==> config.mk <==
export PLATFORM = sky130hd
export DESIGN_NAME = ckstop_ctrl
export DESIGN_NICKNAME = d
export VERILOG_FILES = /design/src/rtl/ckstop_pkg.sv /design/src/rtl/ckstop_sync.sv /design/src/rtl/ckstop_phase.sv /design/src/rtl/ckstop_lane.sv /design/src/rtl/ckstop_ctrl.sv
export SDC_FILE = /design/constraint.sdc
export NUM_CORES = 1
export LEC_CHECK = 0
export ABC_CLOCK_PERIOD_IN_PS = 1700
export BUFFER_PORTS_ARGS = -buffer_cell sky130_fd_sc_hd__buf_2
export CORE_MARGIN = 3
export CORE_UTILIZATION = 45
export DETAILED_ROUTE_END_ITERATION = 8
export PLACE_DENSITY = 0.88
export SKIP_CTS_REPAIR_TIMING = 1
export SYNTH_ARGS = -nofsm -noshare
export SYNTH_HDL_FRONTEND = slang
export SYNTH_SLANG_ARGS = --single-unit
==> constraint.sdc <==
create_clock -name clk -period 1.7 [get_ports clk]
set_clock_uncertainty 0.05 [all_clocks]
set_input_delay 0.17 -clock clk [delete_from_list [all_inputs] [get_ports clk]]
set_output_delay 0.17 -clock clk [all_outputs]
set_load 0.01 [all_outputs]
==> src/rtl/ckstop_pkg.sv <==
package ckstop_pkg;

  // Closed-gate drive decision for a differential pair.
  function automatic logic pair_drive(input logic en, input logic gate_open,
                                      input logic pd_now, input logic stop_tri,
                                      input logic pd_tri);
    logic hiz;
    hiz = pd_now ? pd_tri : stop_tri;
    return en & (gate_open | ~hiz);
  endfunction

  // A lane keeps running unless it is stoppable and a stop is requested.
  function automatic logic lane_run(input logic stop_req, input logic stoppable);
    return ~(stop_req & stoppable);
  endfunction

  // Width of a half-period counter.
  function automatic int half_cnt_w(input int half);
    return (half > 1) ? $clog2(half) : 1;
  endfunction

endpackage

==> src/rtl/ckstop_sync.sv <==
module ckstop_sync #(
  parameter int W = 3
) (
  input  logic         clk,
  input  logic         rst_n,
  input  logic [W-1:0] async_i,
  output logic [W-1:0] sync_o
);
  logic [W-1:0] meta_q;
  logic [W-1:0] sync_q;

  always_ff @(posedge clk or negedge rst_n) begin
    if (!rst_n) begin
      meta_q <= '1;
      sync_q <= '1;
    end else begin
      meta_q <= async_i;
      sync_q <= meta_q;
    end
  end

  assign sync_o = sync_q;
endmodule

==> src/rtl/ckstop_phase.sv <==
module ckstop_phase
  import ckstop_pkg::*;
#(
  parameter int HALF = 2
) (
  input  logic clk,
  input  logic rst_n,
  output logic phase_o
);
  localparam int CW = half_cnt_w(HALF);
  localparam logic [CW-1:0] LAST = CW'(HALF - 1);

  logic [CW-1:0] cnt_q;
  logic          phase_q;
  logic          wrap;

  assign wrap = (cnt_q == LAST);

  always_ff @(posedge clk or negedge rst_n) begin
    if (!rst_n) begin
      cnt_q   <= '0;
      phase_q <= 1'b0;
    end else if (wrap) begin
      cnt_q   <= '0;
      phase_q <= ~phase_q;
    end else begin
      cnt_q <= cnt_q + 1'b1;
    end
  end

  assign phase_o = phase_q;
endmodule

==> src/rtl/ckstop_lane.sv <==
module ckstop_lane (
  input  logic clk,
  input  logic rst_n,
  input  logic phase,
  input  logic run_req,
  input  logic pd_req,
  output logic clk_o,
  output logic gate_o
);
  logic gate_q;

  // The gate may only move while the phase is low, so the output never
  // carries a partial pulse.
  always_ff @(posedge clk or negedge rst_n) begin
    if (!rst_n)      gate_q <= 1'b0;
    else if (!phase) gate_q <= run_req & ~pd_req;
  end

  assign clk_o  = phase & gate_q;
  assign gate_o = gate_q;
endmodule

==> src/rtl/ckstop_ctrl.sv <==
module ckstop_ctrl
  import ckstop_pkg::*;
#(
  parameter int N_CPU    = 3,
  parameter int N_PCI    = 7,
  parameter int N_PCIF   = 3,
  parameter int CPU_HALF = 2,
  parameter int SRC_HALF = 2,
  parameter int V66_HALF = 3
) (
  input  logic              clk,
  input  logic              rst_n,
  input  logic              cpu_stop_n,
  input  logic              pci_stop_n,
  input  logic              pwr_dn_n,
  input  logic              sw_pci_run,
  input  logic [N_CPU-1:0]  cpu_en,
  input  logic [N_CPU-1:0]  cpu_stop_tri,
  input  logic [N_CPU-1:0]  cpu_pd_tri,
  input  logic              src_en,
  input  logic              src_on_pci_stop,
  input  logic              src_stop_tri,
  input  logic              src_pd_tri,
  input  logic [N_PCIF-1:0] pcif_on_pci_stop,
  output logic [N_CPU-1:0]  cpu_t,
  output logic [N_CPU-1:0]  cpu_c,
  output logic [N_CPU-1:0]  cpu_oe,
  output logic              src_t,
  output logic              src_c,
  output logic              src_oe,
  output logic [N_PCI-1:0]  pci_clk,
  output logic [N_PCIF-1:0] pcif_clk
);
  localparam int PCI_HALF = 2 * V66_HALF;
  localparam int N_PIN    = 3;

  // Named internal events, brought out for the checker.
  logic [N_PIN-1:0]  pin_sync;
  logic              cpu_stop_req;
  logic              pci_stop_req;
  logic              pd_req;
  logic              cpu_phase;
  logic              src_phase;
  logic              pci_phase;
  logic [N_CPU-1:0]  cpu_gate;
  logic              src_gate;
  logic [N_PCI-1:0]  pci_gate;
  logic [N_PCIF-1:0] pcif_gate;

  ckstop_sync #(.W(N_PIN)) sync_i (
    .clk    (clk),
    .rst_n  (rst_n),
    .async_i({pwr_dn_n, pci_stop_n, cpu_stop_n}),
    .sync_o (pin_sync)
  );

  assign cpu_stop_req = ~pin_sync[0];
  assign pci_stop_req = ~pin_sync[1] | ~sw_pci_run;
  assign pd_req       = ~pin_sync[2];

  ckstop_phase #(.HALF(CPU_HALF)) cpu_ph_i (.clk(clk), .rst_n(rst_n), .phase_o(cpu_phase));
  ckstop_phase #(.HALF(SRC_HALF)) src_ph_i (.clk(clk), .rst_n(rst_n), .phase_o(src_phase));
  ckstop_phase #(.HALF(PCI_HALF)) pci_ph_i (.clk(clk), .rst_n(rst_n), .phase_o(pci_phase));

  for (genvar i = 0; i < N_CPU; i++) begin : g_cpu
    ckstop_lane lane_i (
      .clk    (clk),
      .rst_n  (rst_n),
      .phase  (cpu_phase),
      .run_req(~cpu_stop_req),
      .pd_req (pd_req),
      .clk_o  (cpu_t[i]),
      .gate_o (cpu_gate[i])
    );
    assign cpu_c[i]  = ~cpu_t[i];
    assign cpu_oe[i] = pair_drive(cpu_en[i], cpu_gate[i], pd_req,
                                  cpu_stop_tri[i], cpu_pd_tri[i]);
  end

  ckstop_lane src_lane_i (
    .clk    (clk),
    .rst_n  (rst_n),
    .phase  (src_phase),
    .run_req(lane_run(pci_stop_req, src_on_pci_stop)),
    .pd_req (pd_req),
    .clk_o  (src_t),
    .gate_o (src_gate)
  );
  assign src_c  = ~src_t;
  assign src_oe = pair_drive(src_en, src_gate, pd_req, src_stop_tri, src_pd_tri);

  for (genvar k = 0; k < N_PCI; k++) begin : g_pci
    ckstop_lane lane_i (
      .clk    (clk),
      .rst_n  (rst_n),
      .phase  (pci_phase),
      .run_req(~pci_stop_req),
      .pd_req (pd_req),
      .clk_o  (pci_clk[k]),
      .gate_o (pci_gate[k])
    );
  end

  for (genvar j = 0; j < N_PCIF; j++) begin : g_pcif
    ckstop_lane lane_i (
      .clk    (clk),
      .rst_n  (rst_n),
      .phase  (pci_phase),
      .run_req(lane_run(pci_stop_req, pcif_on_pci_stop[j])),
      .pd_req (pd_req),
      .clk_o  (pcif_clk[j]),
      .gate_o (pcif_gate[j])
    );
  end
endmodule

# Word-level counts from Yosys, hierarchy flattened
# Index checks and enable logic that the tools add are counted.
# word_totals
reg_bits,20
latchBits,0
ramBits,0
rom_bits,0
inputBits,22
output_inout_bits,22
word_cells,66
n_memories,0
# classes
add_sub_neg,3
n_mul,0
div_mod_pow,0
order_cmp,0
n_eq_ne,1
shift,0
mux,7
n_bitwise,41
n_reduce_logical,0
# op_table
op,n
1-bit bitwise AND,20
1-bit inverter,16
1-bit two-way mux,6
1-bit bitwise OR,5
"3-bit by 1-bit adder with 3-bit output, second input constant",1
"3-bit equality test, second input constant",1
3-bit two-way mux,1
"1-bit adder, second input constant",2

# Logic depth before layout (Yosys ltp)
# depth
word_depth,5
ltp_mapped,3
depth_no_buf,2

# By module
# Synthesis repeated with hierarchy kept, for this count alone.
# hier_totals
cells_unflattened,102
area_unflattened_um2,1187.4
# by_module_without_submodules
module,instances,cells_each,area_each_um2,seq_area_each_um2
ckstop_lane,14,4,45.0,25.0
ckstop_sync,1,6,157.7,157.7
ckstop_phase at pci_ph_i,1,12,151.4,100.1
ckstop_phase at cpu_ph_i ...,2,4,62.6,50.0
ckstop_ctrl,1,20,122.6,0.0

# Least setup slack after synthesis
# Ideal clock, no wire load.
# synth_timing
path_kind,register -> output
start,register sync_i.sync_q[2] (netlist: sync_i.sync_o[2])
end,output cpu_oe[0]
arrival_time_ns,0.951
required_ns,1.480
setup_slack_ns,0.529
stages_incl_launch_ff,4
n_path_buf,1
cell_sequence,dfstp_2 -> buf_6 -> mux2i_1 -> o21a_1
# synth_via
elab_chain_len,4
# synth_lines
element,line,rtl
from (decl),ckstop_sync.sv:10,logic [W-1:0] sync_q;
from (signal assigned),ckstop_sync.sv:18,sync_q <= meta_q;
1-bit two-way mux,ckstop_pkg.sv:8,hiz = pd_now ? pd_tri : stop_tri;
1-bit inverter,ckstop_pkg.sv:9,return en & (gate_open | ~hiz);
1-bit bitwise OR,ckstop_pkg.sv:9,
1-bit bitwise AND,ckstop_pkg.sv:9,
to (decl),ckstop_ctrl.sv:27,"output logic [N_CPU-1:0] cpu_oe,"
# Every way passes these cells.

# Worst setup path after layout
# Ends and elaborated chain as after synthesis.

==> qor.yml <==
slew_headroom_pct: 72.62
cts_buffer_depth: 2
die_w_um: 50.87
vias: 630
ir_drop_v: 0.0004837
synth_top_area_cell: "dfrtp_1"
synth-main-ff-cell: "dfrtp_1"
async_flop_share_pct: 100.0
drive_gt1_share_pct: 47.79
fin_total_pwr_w: 0.0008101
layout.cells.non_filler: 138
highest_layer: "met4"
fin_crit_sh_pct: 96.58
via_per_inst: 4.565
synthXorXnorAreaFrac_pct: 2.901
internal_power_w: 0.0006316
crit_path_start_kind: "register"
setup_viol: 0
setup_tns_ns: 0
maxCapViolCount: 0
gp_congestion: 0.7519
wl_per_cell_um: 12.23
grt_usage_pct: 14.31
syn_area_um2: 905.9
cts_buffers: 3
cp_slowest_cell: "dfstp_2"
cts.sinks: 20
r2r_setup_slack_ns: 0.54
synthTopCellsByArea: "dfrtp_1, dfstp_2, buf_4"
p_leak_nw: 0.6114
switching_share_pct: 22.04
rsz0062_at_grt: "true"
route.detailed.drc: 0
cts_tree: "done"
layout.nets: 136
hold_class: "in -> reg"
synth_fp_nets: 99
dr_wl_met3_um: 103
area_growth_syn_to_layout_pct: 21.69
syn_area_per_cell_um2: 11.76
rr_endpoint: "g_pcif[0].lane_i.gate_o"
core_area_um2: 1821
ant_nets: 0
grt_pass1_vias: 627
min_period_ns: 1.642
r2r_cells: 3
cts.clk_slew.worst_paths_ns: 0.10
routed_wl_um: 1688
place_inst: 129
grt_pass1_wl_um: 2753
required_ns: 1.48
worstPathArrival_ns: 1.42
path_cells: "mux2i_1 > o21a_1 > buf_2"
synth_seq_cells: 20
hpwl_um: 1344
switchingPower_w: 0.0001785
min_to: "g_pci[1].lane_i.gate_o"
powerDensity_nw_per_um2: 734.9
io_pins: 44
antenna_found_initial: 0
synth-warning-count: 0
synth_top_family_by_area: "buffers and inverters"
wirelength_met1_um: 660
status: "complete, no violations"
wl_met2_um: 899
yosysSeqAreaShare_pct: 56.08
min_from: "sw_pci_run"
die_y_um: 50.87
p_clk_share_pct: 28.0
cp_max_fo: 7
rows: 15
dr.pass1.iters: 2
dieArea_um2: 2587
regToRegStartpoint: "sync_i.sync_o[2]"
critical_path_class: "reg -> out"
hold_violations: 0
synthSimpleGateAreaFrac_pct: 7.459
grt_max_degree: 21
yosys.area.top_type_share_pct: 38.67
cp_slowest_stage_delay_ns: 0.64
hold_depth: 3
critPathTopFamily: "flip-flops"
synth_mux_area_share_pct: 6.768
grt-ovfl-total: 0
n_antenna_cell: 0
io_buffers: 43
critPathBufInv: 1
fin_util_pct: 60.55
seqPwrFrac_pct: 62.4
netlist-cell-type-count: 19
maxSlewViolCount: 0
syn_inst: 77
end_kind: "output port"
fmax_ghz: 0.6090
worst_pin_slew_ns: 0.4107
ctsHtreeMaxLevel: 1
cts-root-buf: "clkbuf_4"
drt_iter0_drc: 5
synth_edf_count: 0
synth-adder-area-share_pct: 0
start_util_pct: 49.76
clk_latency_ns: 0.29
synth_compound_area_share_pct: 11.05
power_frac_comb_pct: 9.6
[metrics by stage]
stage               hold WS [ns]  worst slack [ns]  instance area [um^2]
floorplan                -0.1756            0.5292                 905.9
global placement         0.07526            0.4369                  1028
detailed placement       0.08069            0.3803                  1028
CTS                      -0.2472           0.04508                  1055
global route             0.09007          -0.03108                  1102
finish                   0.09046           0.05807                  1102
[cell usage after synthesis, types with 2 or more instances]
master,number
inv_1,5
xor2_1,2
dfrtp_1,14
o21ai_1,2
a21boi_0,3
nand2b_1,2
o21bai_1,4
and2_1,4
o21a_1,4
buf_4,15
dfstp_2,6
nand2_1,5
mux2i_1,5
[per-layer routing]
metal	up-vias	GRT usage, %
met4	0	6.726
li1	309	-
met5	-	0
met2	21	26.52
met1	296	14.86
met3	4	3.790
[power groups by stage]
| stage | Sequential [W] | Clock (W) | Combinational [W] |
|---|---|---|---|
| after floorplan | 0.000510 | 0 | 0.0000313 |
| after CTS | 0.000506 | 0.000235 | 0.0000705 |
| after global placement | 0.000514 | 0 | 0.0000669 |
| after detailed placement | 0.000515 | 0 | 0.0000697 |
| after global routing | 0.000508 | 0.000261 | 0.0000864 |
| final | 0.000506 | 0.000227 | 0.0000774 |
[state kept, by name (all words and copies together), names as in the netlist, 3 cells and up]
name                  flops
sync_i.meta_q             3
pci_ph_i.cnt_q            3
sync_i.sync_o             3
g_pcif.lane_i.gate_o      3
[worst reg2reg max path, stage by stage, from the launching register on]
cell and delay, ns:
dfstp_2 0.64, buf_4 0.14, nand2b_1 0.10, o21bai_1 0.16
[layout by cell type (no fill, tap or decap), types with 2 or more instances in the layout]
cell,count
dfstp_2,6
clkbuf_4,3
buf_2,43
dlygate4sd3_1,4
nand2b_1,2
a21boi_0,3
o21bai_1,4
o21a_1,4
dfrtp_1,14
mux2i_1,5
and2_1,4
o21ai_1,2
xor2_1,2
inv_1,5
nand2_1,5
[kinds of logic after synthesis]
logic type / after synthesis
multiplexers: 6
flip-flops: 20
AND/OR/NAND/NOR: 13
AO/OA/AOI/OAI: 14
XOR/XNOR: 3
buffers and inverters: 21
[how the worst max path moves through the flow]
| stage | start | endpoint | slack [ns] | cells after the start |
|---|---|---|---|---|
| after floorplan | sync_i.sync_o[2] | cpu_oe[0] | 0.53 | 3 |
| after global placement | sync_i.sync_o[2] | cpu_oe[0] | 0.44 | 3 |
| after detailed placement | sync_i.sync_o[2] | cpu_oe[0] | 0.38 | 3 |
| after CTS | sync_i.sync_o[2] | cpu_oe[0] | 0.05 | 3 |
| after global routing | sync_i.sync_o[2] | cpu_oe[0] | -0.03 | 3 |
| final | sync_i.sync_o[2] | cpu_oe[0] | 0.06 | 3 |
[cell type report]
class / count / area [um^2]
fillers: 155 / 718.2
flip-flops and latches: 20 / 508.0
repair buffers: 48 / 262.8
multi-input cells: 36 / 255.2
well taps: 25 / 31.28
clock buffers: 4 / 26.28
inverters: 5 / 18.77
Note: power is estimated with default switching activity, not from simulation.
